==> src/rtl/aux_audio_tx.sv <==
module aux_audio_tx #(
  parameter int SAMPLE_W = 24,
  parameter int SLOT_W   = 32,
  parameter int ANA_DIV  = 8
) (
  input  logic                clk,
  input  logic                rst_n,
  input  logic                en,
  input  logic                fmt_i2s,
  input  logic                analog_mode,
  input  logic                pd_adc,
  input  logic                pd_all,
  input  logic                fs96,
  input  logic                sclk_in,
  input  logic [1:0]          sel_l,
  input  logic [1:0]          sel_r,
  input  logic [SAMPLE_W-1:0] ch_a,
  input  logic [SAMPLE_W-1:0] ch_b,
  input  logic [SAMPLE_W-1:0] ch_sub,
  input  logic [SAMPLE_W-1:0] xo_lp,
  input  logic [SAMPLE_W-1:0] xo_hp,
  output logic                aux_bclk,
  output logic                aux_lrck,
  output logic                aux_sd
);
  localparam int FRAME_BITS = 2 * SLOT_W;
  localparam int CNT_W      = $clog2(FRAME_BITS);
  localparam int HALF       = ANA_DIV / 2;
  localparam int DIV_W      = (HALF > 1) ? $clog2(HALF) : 1;
  localparam logic [CNT_W-1:0] LAST_POS = CNT_W'(FRAME_BITS - 1);

  logic                run;
  logic [DIV_W-1:0]    div_q;
  logic                sclk_q, bclk_q, lrck_q, sd_q;
  logic [CNT_W-1:0]    pos_q, pos_nx;
  logic [SAMPLE_W-1:0] word_l, word_r, mux_l, mux_r;
  logic                ana_tick, bclk_nx, fall, capture, slot_nx, lrck_nx, sd_nx;
  int                  bit_idx;

  assign run      = en && !(analog_mode && (pd_adc || pd_all));
  assign ana_tick = (div_q == DIV_W'(HALF - 1));

  always_comb begin
    if (analog_mode)  bclk_nx = ana_tick ? ~bclk_q : bclk_q;
    else if (fs96)    bclk_nx = (sclk_in && !sclk_q) ? ~bclk_q : bclk_q;
    else              bclk_nx = sclk_in;
  end

  assign fall    = bclk_q && !bclk_nx;
  assign pos_nx  = (pos_q == LAST_POS) ? '0 : pos_q + 1'b1;
  assign slot_nx = (pos_nx >= CNT_W'(SLOT_W));
  assign capture = !run || (fall && pos_q == CNT_W'(FRAME_BITS - 2));

  always_comb begin
    case (sel_l)
      2'd0:    mux_l = ch_a;
      2'd1:    mux_l = ch_b;
      2'd2:    mux_l = ch_sub;
      default: mux_l = xo_lp;
    endcase
    case (sel_r)
      2'd0:    mux_r = ch_a;
      2'd1:    mux_r = ch_b;
      2'd2:    mux_r = ch_sub;
      default: mux_r = xo_hp;
    endcase
  end

  always_comb begin
    bit_idx = slot_nx ? int'(pos_nx) - SLOT_W : int'(pos_nx);
    sd_nx   = 1'b0;
    if (bit_idx < SAMPLE_W)
      sd_nx = slot_nx ? word_r[SAMPLE_W-1-bit_idx] : word_l[SAMPLE_W-1-bit_idx];
    if (fmt_i2s)
      lrck_nx = (pos_nx >= CNT_W'(SLOT_W - 1)) && (pos_nx <= CNT_W'(FRAME_BITS - 2));
    else
      lrck_nx = !slot_nx;
  end

  always_ff @(posedge clk or negedge rst_n) begin
    if (!rst_n) begin
      sclk_q <= 1'b0;
      div_q  <= '0;
      bclk_q <= 1'b0;
      lrck_q <= 1'b0;
      sd_q   <= 1'b0;
      pos_q  <= LAST_POS;
      word_l <= '0;
      word_r <= '0;
    end else begin
      sclk_q <= sclk_in;
      if (capture) begin
        word_l <= mux_l;
        word_r <= mux_r;
      end
      if (!run) begin
        div_q  <= '0;
        bclk_q <= 1'b0;
        lrck_q <= 1'b0;
        sd_q   <= 1'b0;
        pos_q  <= LAST_POS;
      end else begin
        div_q  <= (analog_mode && !ana_tick) ? div_q + 1'b1 : '0;
        bclk_q <= bclk_nx;
        if (fall) begin
          pos_q  <= pos_nx;
          lrck_q <= lrck_nx;
          sd_q   <= sd_nx;
        end
      end
    end
  end

  assign aux_bclk = bclk_q;
  assign aux_lrck = lrck_q;
  assign aux_sd   = sd_q;

  p_idle_low_r1: assert property (@(posedge clk) disable iff (!rst_n)
    !en |=> (!aux_bclk && !aux_lrck && !aux_sd));

  p_pwrdn_low_r2: assert property (@(posedge clk) disable iff (!rst_n)
    (en && analog_mode && (pd_adc || pd_all)) |=> (!aux_bclk && !aux_lrck && !aux_sd));

  p_follow_sclk_r10: assert property (@(posedge clk) disable iff (!rst_n)
    ($past(run) && !$past(analog_mode) && !$past(fs96)) |-> (aux_bclk == $past(sclk_in)));

  p_change_on_fall_r11: assert property (@(posedge clk) disable iff (!rst_n)
    ($past(run) && (aux_sd != $past(aux_sd) || aux_lrck != $past(aux_lrck)))
      |-> ($past(aux_bclk) && !aux_bclk));
endmodule

==> config.mk <==
export PLATFORM = sky130hd
export DESIGN_NAME = aux_audio_tx
export DESIGN_NICKNAME = d
export VERILOG_FILES = /design/src/rtl/aux_audio_tx.sv
export SDC_FILE = /design/constraint.sdc
export NUM_CORES = 1
export LEC_CHECK = 0
export BUFFER_PORTS_ARGS = -buffer_cell sky130_fd_sc_hd__buf_2
export CORE_ASPECT_RATIO = 1.75
export CORE_UTILIZATION = 50
export DETAILED_ROUTE_END_ITERATION = 10
export PLACE_DENSITY = 0.79
export SLEW_MARGIN = 15
export SYNTH_ARGS = -nofsm -noshare
export SYNTH_HDL_FRONTEND = slang
export SYNTH_SLANG_ARGS = --single-unit
==> constraint.sdc <==
create_clock -name clk -period 5.45 [get_ports clk]
set_input_delay 0.8175 -clock clk [delete_from_list [all_inputs] [get_ports clk]]
set_output_delay 0.8175 -clock clk [all_outputs]
set_load 0.01 [all_outputs]
==> results of run 1 <==
## worst register-to-register path, cell delays in order (launching register included)
cell                       delay (ps)
sky130_fd_sc_hd__dfstp_2          450
sky130_fd_sc_hd__ha_1             400
sky130_fd_sc_hd__and3_2           280
sky130_fd_sc_hd__a21oi_4          500
sky130_fd_sc_hd__mux4_2           600
sky130_fd_sc_hd__a211oi_2         290
sky130_fd_sc_hd__o311ai_1         130
sky130_fd_sc_hd__a311o_1          350
## worst min-delay path by stage
stage                     startpoint       end  slack, ps  depth (start not counted)
after floorplan             div_q[0]  div_q[0]        420                          1
after global placement      div_q[0]  div_q[0]        430                          1
after detailed placement    div_q[0]  div_q[0]        440                          1
after CTS                   div_q[0]  div_q[0]        450                          1
after global routing        div_q[0]  div_q[0]        470                          1
final                       div_q[0]  div_q[0]        440                          1
## logic make-up after synthesis
| group | count (synthesis) |
|---|---|
| DFF | 60 |
| buffers and inverters | 29 |
| muxes | 111 |
| xor gates and xnor gates | 6 |
| and+or+nand+nor | 61 |
| adders and majority gates | 5 |
| AOI/OAI and AO/OA | 50 |
## through the flow
| step | instances | cell area, µm² | worst slack, ps | total power [mW] | utilization |
|---|---|---|---|---|---|
| final | 540 | 5220 | 2320 | 1.43 | 0.651 |
| after global placement | 524 | 4870 | 2290 | 0.804 | 0.607 |
| after floorplan | 322 | 4180 | 2980 | 0.717 | - |
| after global routing | 540 | 5220 | 2140 | 1.49 | 0.651 |
| after CTS | 539 | 5190 | 2330 | 1.43 | 0.648 |
| after detailed placement | 524 | 4870 | 2190 | 0.820 | 0.607 |
## Yosys cell counts (3+ instances only)
library cell / count / area (µm²)
sky130_fd_sc_hd__nand3_1: 3 / 15.0
sky130_fd_sc_hd__clkbuf_1: 11 / 41.3
sky130_fd_sc_hd__nand2_1: 34 / 128
sky130_fd_sc_hd__xnor2_1: 3 / 26.3
sky130_fd_sc_hd__buf_2: 11 / 55.1
sky130_fd_sc_hd__inv_1: 3 / 11.3
sky130_fd_sc_hd__ha_1: 5 / 62.6
sky130_fd_sc_hd__nor2_1: 8 / 30.0
sky130_fd_sc_hd__nand4_1: 3 / 18.8
sky130_fd_sc_hd__dfrtp_1: 54 / 1350
sky130_fd_sc_hd__mux4_2: 49 / 1100
sky130_fd_sc_hd__xor2_1: 3 / 26.3
sky130_fd_sc_hd__o31ai_1: 4 / 30.0
sky130_fd_sc_hd__a31oi_1: 4 / 25.0
sky130_fd_sc_hd__a21oi_1: 16 / 80.1
sky130_fd_sc_hd__dfstp_2: 6 / 158
sky130_fd_sc_hd__o21ai_0: 7 / 35.0
sky130_fd_sc_hd__mux2i_1: 10 / 100
sky130_fd_sc_hd__o211ai_1: 3 / 22.5
sky130_fd_sc_hd__mux2_2: 52 / 586
## state kept, by name, summed over array words and instances, names as in the netlist
signal    count
div_q         2
word_r       24
aux_sd        1
pos_q         6
sclk_q        1
aux_bclk      1
aux_lrck      1
word_l       24
## layout make-up
class / count / area (µm²) / share of cell area
Sequential cell: 60 / 1510 / 0.289
Clock buffer: 11 / 253 / 0.0484
Timing Repair Buffer: 139 / 726 / 0.139
Multi-Input combinational cell: 233 / 2540 / 0.486
Inverter: 3 / 11.3 / 0.00216
Clock inverter: 4 / 72.6 / 0.0139
Tap cell: 90 / 113 / 0.0216
## routing by layer
metal | up-vias | GRT usage | wire (µm)
li1 | 1515 | - | -
met1 | 1685 | 0.271 | 3580
met2 | 137 | 0.424 | 5350
met3 | 27 | 0.0369 | 420
met4 | 0 | 0.140 | 346
met5 | - | 0 | 0
## power breakdown
part	leakage, nW	internal, mW	switching (mW)	total (mW)
Combinational	1.46	0.165	0.114	0.279
Clock	0.158	0.421	0.192	0.613
Sequential	0.704	0.502	0.0355	0.538
==> metrics.log, run 1 <==
[metrics] run status: finished with violations
[metrics] failing checks: design-rule violations
[metrics] estimated wirelength of the detail-placed design: 7370 µm
[metrics] buffer cell driving the clock tree root: sky130_fd_sc_hd__clkbuf_16
[metrics] worst-case headroom to the max-slew limit: 0.324
[metrics] r2r startpoint: pos_q[0]
[metrics] ports placed on the boundary: 136
[metrics] antenna violations before repair: 0
[metrics] launching element type of the critical path: flip-flop
[metrics] final period demand of the worst path: 3130 ps
[metrics] pin count of the biggest net entering global routing: approximately 60
[metrics] count of routing violations after the opening detailed-route iteration: approximately 190
[metrics] achievable frequency: 320 MHz
[metrics] Layout fillers: a little under 600
[metrics] depth of the CTS H-tree: 3
[metrics] share of flip-flops with an asynchronous set or reset: 1.00
[metrics] hold crit path type: flip-flop to flip-flop
[metrics] first-pass GRT wire length: about 16000 µm
[metrics] final worst hold slack: approximately 440 ps
[metrics] combinational family with the most area after synthesis: multiplexers
[metrics] worst clock skew: 5.20 ps
[metrics] worst reg2reg endpoint: aux_sd
[metrics] Critical Path Sink Type: flip-flop
[metrics] setup repair after global routing missed its margin: no
[metrics] CTS sink cnt: 60
[metrics] number of cell rows: 43
[metrics] final cycle utilization of the critical path: 0.574
[metrics] highest-delay cell along the critical path: sky130_fd_sc_hd__mux4_2
[metrics] total of endpoints with negative setup slack in the final report: 0
[metrics] maximum ir drop on the vdd rail: ~0.19 mV
[metrics] CTS tree: done
[metrics] number of DRC violations after detailed routing: 5
[metrics] standard cell core area: 8020 µm²
[metrics] GRT Util Overall: 0.239
[metrics] number of instances resized during post-cts repair: 0
[metrics] combined buffer and inverter count along the critical path: 0
[metrics] number of nets with antenna violations after detailed routing: 0
[metrics] R2R cell count: 7
[metrics] Critical Path, Cell by Cell: ha_1 -> and3_2 -> a21oi_4 -> mux4_2 -> a211oi_2 -> o311ai_1 -> a311o_1
[metrics] number of buffers inserted during clock tree synthesis: 9
[metrics] fraction of the mapped netlist area in compound gates: 0.0812
[metrics] post-synthesis instance area: ~4200 µm²
[metrics] width of the die: approximately 71 µm
[metrics] area share of xor/xnor cells in the synthesized design: 0.0126
[metrics] layout cell share with drive strength beyond 1: 0.591
[metrics] Synth cell types: between 40 and 50
[metrics] post-CTS setup repair buffer count: 0
[metrics] Worst setup endpoint: aux_sd
[metrics] final hold violations: 0
[metrics] clock input transition at the sequential cells of the worst setup and hold paths: ~50 ps
[metrics] Area Overhead vs Synth: 25.0%
[metrics] vias after detailed routing: roughly 3400
[metrics] standby leakage power: 2.32 nW
[metrics] commonest cells after routing, fill and taps aside: sky130_fd_sc_hd__buf_2 (135), sky130_fd_sc_hd__dfrtp_1 (54), sky130_fd_sc_hd__mux2_2 (52), sky130_fd_sc_hd__mux4_2 (49), sky130_fd_sc_hd__nand2_1 (34)
[metrics] post-synthesis cell count: ~320
[metrics] Worst Tran Pin Value: approximately 1000 ps
[metrics] clock latency at the later pin of the worst-skew pair: 330 ps
[metrics] count of inserted antenna diode cells: 0
[metrics] # port buffers: between 100 and 150
[metrics] arrival time of the worst setup path: 3340 ps
[metrics] per-instance average area after synthesis: around 13 µm²
[metrics] grt ovf: 0
[metrics] hold bufs inserted after CTS: 0
[metrics] via count of the first global-routing pass: between 3000 and 4000
[metrics] share of the yosys chip area belonging to registers: 0.361
[metrics] number of enable flip-flop cells after synthesis: 0
[metrics] startpoint-to-endpoint class of the critical path: flip-flop to flip-flop
[metrics] leading cell type in the layout, fill and taps excluded: sky130_fd_sc_hd__buf_2
[metrics] Mapped Nets: 460
[metrics] number of slew-limit violations in the final report: 0
[metrics] share of synthesized cell area in full adder, half adder and majority cells: 0.0150
[metrics] number of nets at the end of the flow: between 500 and 600
[metrics] routed len/inst: roughly 18 µm
[metrics] Top Family by Delay on Critical Path: compound AO/OA/AOI/OAI gates
[metrics] Synthesis Warnings: 0
[metrics] Die Y-Extent: about 120 µm
[metrics] CP max stage delay: ~600 ps
[metrics] critical path required time: ~5700 ps
[metrics] First-pass DRT Iterations: 7
[metrics] simple-gate area share of the yosys netlist: 0.0683
[metrics] multiplexer share of the synthesized area: 0.429
[metrics] placer's final routability congestion estimate: 0.843
[metrics] Total Die Area: 8730 µm²
[metrics] worst setup path start: pos_q[0]
[metrics] number of vias per cell after detailed routing: between 6 and 7
[metrics] Total Wirelength: ~9700 µm
[metrics] number of maximum-capacitance violations: 0
[metrics] setup TNS after final layout: 0 ps
[metrics] P per Cell Area: approximately 270 nW/µm²
[metrics] commonest register cell after synthesis: sky130_fd_sc_hd__dfrtp_1
[metrics] highest fanout seen on the critical path: 19
[metrics] number of flip-flops and latches in the synthesized netlist: 60
[metrics] Stages on worst setup path: 7
[metrics] Initial Util: 0.521
[metrics] Reg2Reg Setup Slack: 2320 ps
[metrics] maximum count of clock buffers along a single path: 2
Note: power is estimated with default switching activity, not from simulation.
==> run 2, diff against run 1 <==
==> constraint.sdc (replaced) <==
create_clock -name clk -period 3.1 [get_ports clk]
set_input_delay 0.465 -clock clk [delete_from_list [all_inputs] [get_ports clk]]
set_output_delay 0.465 -clock clk [all_outputs]
set_load 0.01 [all_outputs]
==> run 2 against run 1 <==
  * The flow still finishes with violations (design-rule violations)
  * First-iteration DRC count down 6.4%
  * Maximum frequency up 16%
  * Worst hold slack worse by 150 ps
  * Power up 71%
  * Die area unchanged
  * Global-route usage up 0.43 points
  * Cell area down 0.29%
  * Clock power up 63%
==> metrics.log, run 2 (synthesis gave the netlist of run 1 again) <==
[metrics] run status: finished with violations (unchanged)
[metrics] failing checks: design-rule violations (unchanged)
[metrics] Total Die Area: 8730 µm² (unchanged)
[metrics] number of buffers inserted during clock tree synthesis: 9 (unchanged)
[metrics] # port buffers: 135 (unchanged)
[metrics] number of instances resized during post-cts repair: 0 (unchanged)
[metrics] count of inserted antenna diode cells: 0 (unchanged)
[metrics] number of placed instances, taps included: 527 (was 524)
[metrics] buffer cell driving the clock tree root: sky130_fd_sc_hd__clkbuf_16 (unchanged)
[metrics] largest registers: word_l: 24 flops, word_r: 24 flops, pos_q: 6 flops (unchanged)
[metrics] First-pass DRT Iterations: 8 (was 7)
[metrics] maximum count of clock buffers along a single path: 2 (unchanged)
[metrics] estimated wirelength of the detail-placed design: 7580 µm (was 7370 µm)
[metrics] routed len/inst: 18.2 µm (was 18.0 µm)
[metrics] number of vias per cell after detailed routing: 6.12 (was 6.23)
[metrics] Layout fillers: 616 (was 587)
[metrics] clock latency at the later pin of the worst-skew pair: 330 ps (about the same)
[metrics] count of routing violations after the opening detailed-route iteration: 175 (was 187)
[metrics] Total Wirelength: 9840 µm (was 9690 µm)
[metrics] switching portion of total power: 0.248 (was 0.239)
[metrics] standard cell core area: 8020 µm² (unchanged)
[metrics] register share of total power: 0.390 (was 0.376)
[metrics] final hold violations: 0 (unchanged)
[metrics] Critical Path Sink Type: flip-flop (unchanged)
[metrics] P per Cell Area: 469 nW/µm² (was 274 nW/µm²)
[metrics] number of nets at the end of the flow: 586 (was 584)
[metrics] width of the die: 71.1 µm (unchanged)
[metrics] vias after detailed routing: 3317 (was 3364)
[metrics] maximum ir drop on the vdd rail: 0.328 mV (was 0.190 mV)
[metrics] share of total power in combinational logic: 0.201 (was 0.195)
[metrics] leading cell type in the layout, fill and taps excluded: sky130_fd_sc_hd__buf_2 (unchanged)
[metrics] number of cells in the finished layout apart from fillers: 542 (was 540)
[metrics] grt ovf: 0 (unchanged)
[metrics] number of slew-limit violations in the final report: 0 (unchanged)
[metrics] total of endpoints with negative setup slack in the final report: 0 (unchanged)
[metrics] number of nets with antenna violations after detailed routing: 0 (unchanged)
[metrics] placer's final routability congestion estimate: 0.915 (was 0.843)
[metrics] Die Y-Extent: 123 µm (unchanged)
[metrics] worst-case headroom to the max-slew limit: 0.294 (was 0.324)
[metrics] depth of the CTS H-tree: 3 (unchanged)
[metrics] number of DRC violations after detailed routing: 5 (unchanged)
[metrics] via count of the first global-routing pass: 3403 (was 3452)
[metrics] startpoint-to-endpoint class of the critical path: flip-flop to flip-flop (unchanged)
[metrics] CTS sink cnt: 60 (unchanged)
[metrics] GRT Util Overall: 0.244 (was 0.239)
[metrics] pin count of the biggest net entering global routing: 49 (was 61)
[metrics] hold crit path type: input pin to flip-flop (was flip-flop to flip-flop)
[metrics] final cycle utilization of the critical path: 0.870 (was 0.574)
[metrics] Psw: 605 µW (was 341 µW)
[metrics] Initial Util: 0.521 (unchanged)
[metrics] Area Overhead vs Synth: 24.7% (was 25.0%)
[metrics] Worst Tran Pin Value: 1060 ps (was 1010 ps)
[metrics] setup repair after global routing missed its margin: no (unchanged)
[metrics] number of maximum-capacitance violations: 0 (unchanged)
[metrics] antenna violations before repair: 0 (unchanged)
[metrics] layout cell share with drive strength beyond 1: 0.591 (about the same)
[metrics] critical path required time: 3300 ps (was 5660 ps)
[metrics] Clk network pwr share: 0.409 (was 0.429)
[metrics] achievable frequency: 371 MHz (was 320 MHz)
[metrics] launching element type of the critical path: flip-flop (unchanged)
[metrics] setup TNS after final layout: 0 ps (unchanged)
[metrics] hold bufs inserted after CTS: 0 (unchanged)
[metrics] commonest cells after routing, fill and taps aside: sky130_fd_sc_hd__buf_2 (135), sky130_fd_sc_hd__dfrtp_1 (54), sky130_fd_sc_hd__mux2_2 (52), sky130_fd_sc_hd__mux4_2 (49), sky130_fd_sc_hd__nand2_1 (34) (unchanged)
[metrics] arrival time of the worst setup path: 2900 ps (was 3340 ps)
[metrics] first-pass GRT wire length: 16100 µm (was 16000 µm)
[metrics] standby leakage power: 2.31 nW (was 2.32 nW)
[metrics] clock input transition at the sequential cells of the worst setup and hold paths: 50 ps (about the same)
[metrics] CTS tree: done (unchanged)
[metrics] ports placed on the boundary: 136 (unchanged)
[metrics] number of cell rows: 43 (unchanged)
[metrics] internal power summed over all cells: 1.83 mW (was 1.09 mW)
[metrics] highest fanout seen on the critical path: 13 (was 19)
[metrics] post-CTS setup repair buffer count: 0 (unchanged)
[metrics] worst clock skew: 5.94 ps (was 5.20 ps)
[metrics] final period demand of the worst path: 2700 ps (was 3130 ps)
==> run 2: cell count changes in the layout (fill, tap and decap cells not counted), sizes merged <==
cell / change
buf: +2
bufinv: -1
clkbuf: +1
==> run 2: cell type report <==
type / count / area (µm²) / area share
clock buffers: 12 / 256 / 0.0493
clock inverters: 3 / 46.3 / 0.00889
inverters: 3 / 11.3 / 0.00216
multi-input cells: 233 / 2540 / 0.487
flip-flops and latches: 60 / 1510 / 0.290
well taps: 90 / 113 / 0.0216
repair buffers: 141 / 733 / 0.141
==> run 2: stage by stage <==
step | setup WS [ps] | hold WS (ps) | utilization | cell area [µm²] | total power, mW
6_report | 402 | 289 | 0.649 | 5200 | 2.44
5_1_grt | 179 | 285 | 0.649 | 5200 | 2.55
4_1_cts | 426 | 281 | 0.649 | 5200 | 2.46
3_5_place_dp | 445 | 439 | 0.612 | 4900 | 1.45
3_3_place_gp | 527 | 431 | 0.612 | 4900 | 1.43
2_1_floorplan | 716 | 169 | - | 4180 | 1.26
==> run 2: final timing paths <==
| check | slack (ps) | endpoint | startpoint | depth (start not counted) |
|---|---|---|---|---|
| min in group asynchronous | 340 | word_l[14] | rst_n | 1 |
| max in group asynchronous | 1980 | word_l[7] | rst_n | 2 |
| setup reg to reg | 400 | aux_sd | pos_q[0] | 9 |
| hold / removal | 290 | sclk_q | sclk_in | 1 |
| setup / recovery | 400 | aux_sd | pos_q[0] | 9 |
| hold reg to reg | 440 | div_q[0] | div_q[0] | 1 |
==> run 2: critical path, cell delays in order (launching register included) <==
cell	delay (ps)
sky130_fd_sc_hd__dfstp_2	690
sky130_fd_sc_hd__ha_1	220
sky130_fd_sc_hd__buf_4	180
sky130_fd_sc_hd__a21oi_1	60
sky130_fd_sc_hd__o21ai_0	150
sky130_fd_sc_hd__o31ai_1	240
sky130_fd_sc_hd__o21bai_1	230
sky130_fd_sc_hd__o311ai_0	330
sky130_fd_sc_hd__a31oi_1	90
sky130_fd_sc_hd__a311o_1	370
==> run 2: routing by layer <==
layer | vias to the layer above | wire [µm] | track usage
met5 | - | 0 | 0
met1 | 1664 | 3610 | 0.283
met2 | 107 | 5540 | 0.438
met3 | 18 | 405 | 0.0419
li1 | 1528 | - | -
met4 | 0 | 278 | 0.109
==> run 2: power by group through the flow <==
stage          logic (mW)  registers (mW)  clock network [mW]
2_1_floorplan       0.331           0.930                   0
3_3_place_gp        0.472           0.960                   0
3_5_place_dp        0.492           0.960                   0
4_1_cts             0.496           0.950                1.01
5_1_grt             0.536           0.959                1.05
6_report            0.490           0.951               0.998
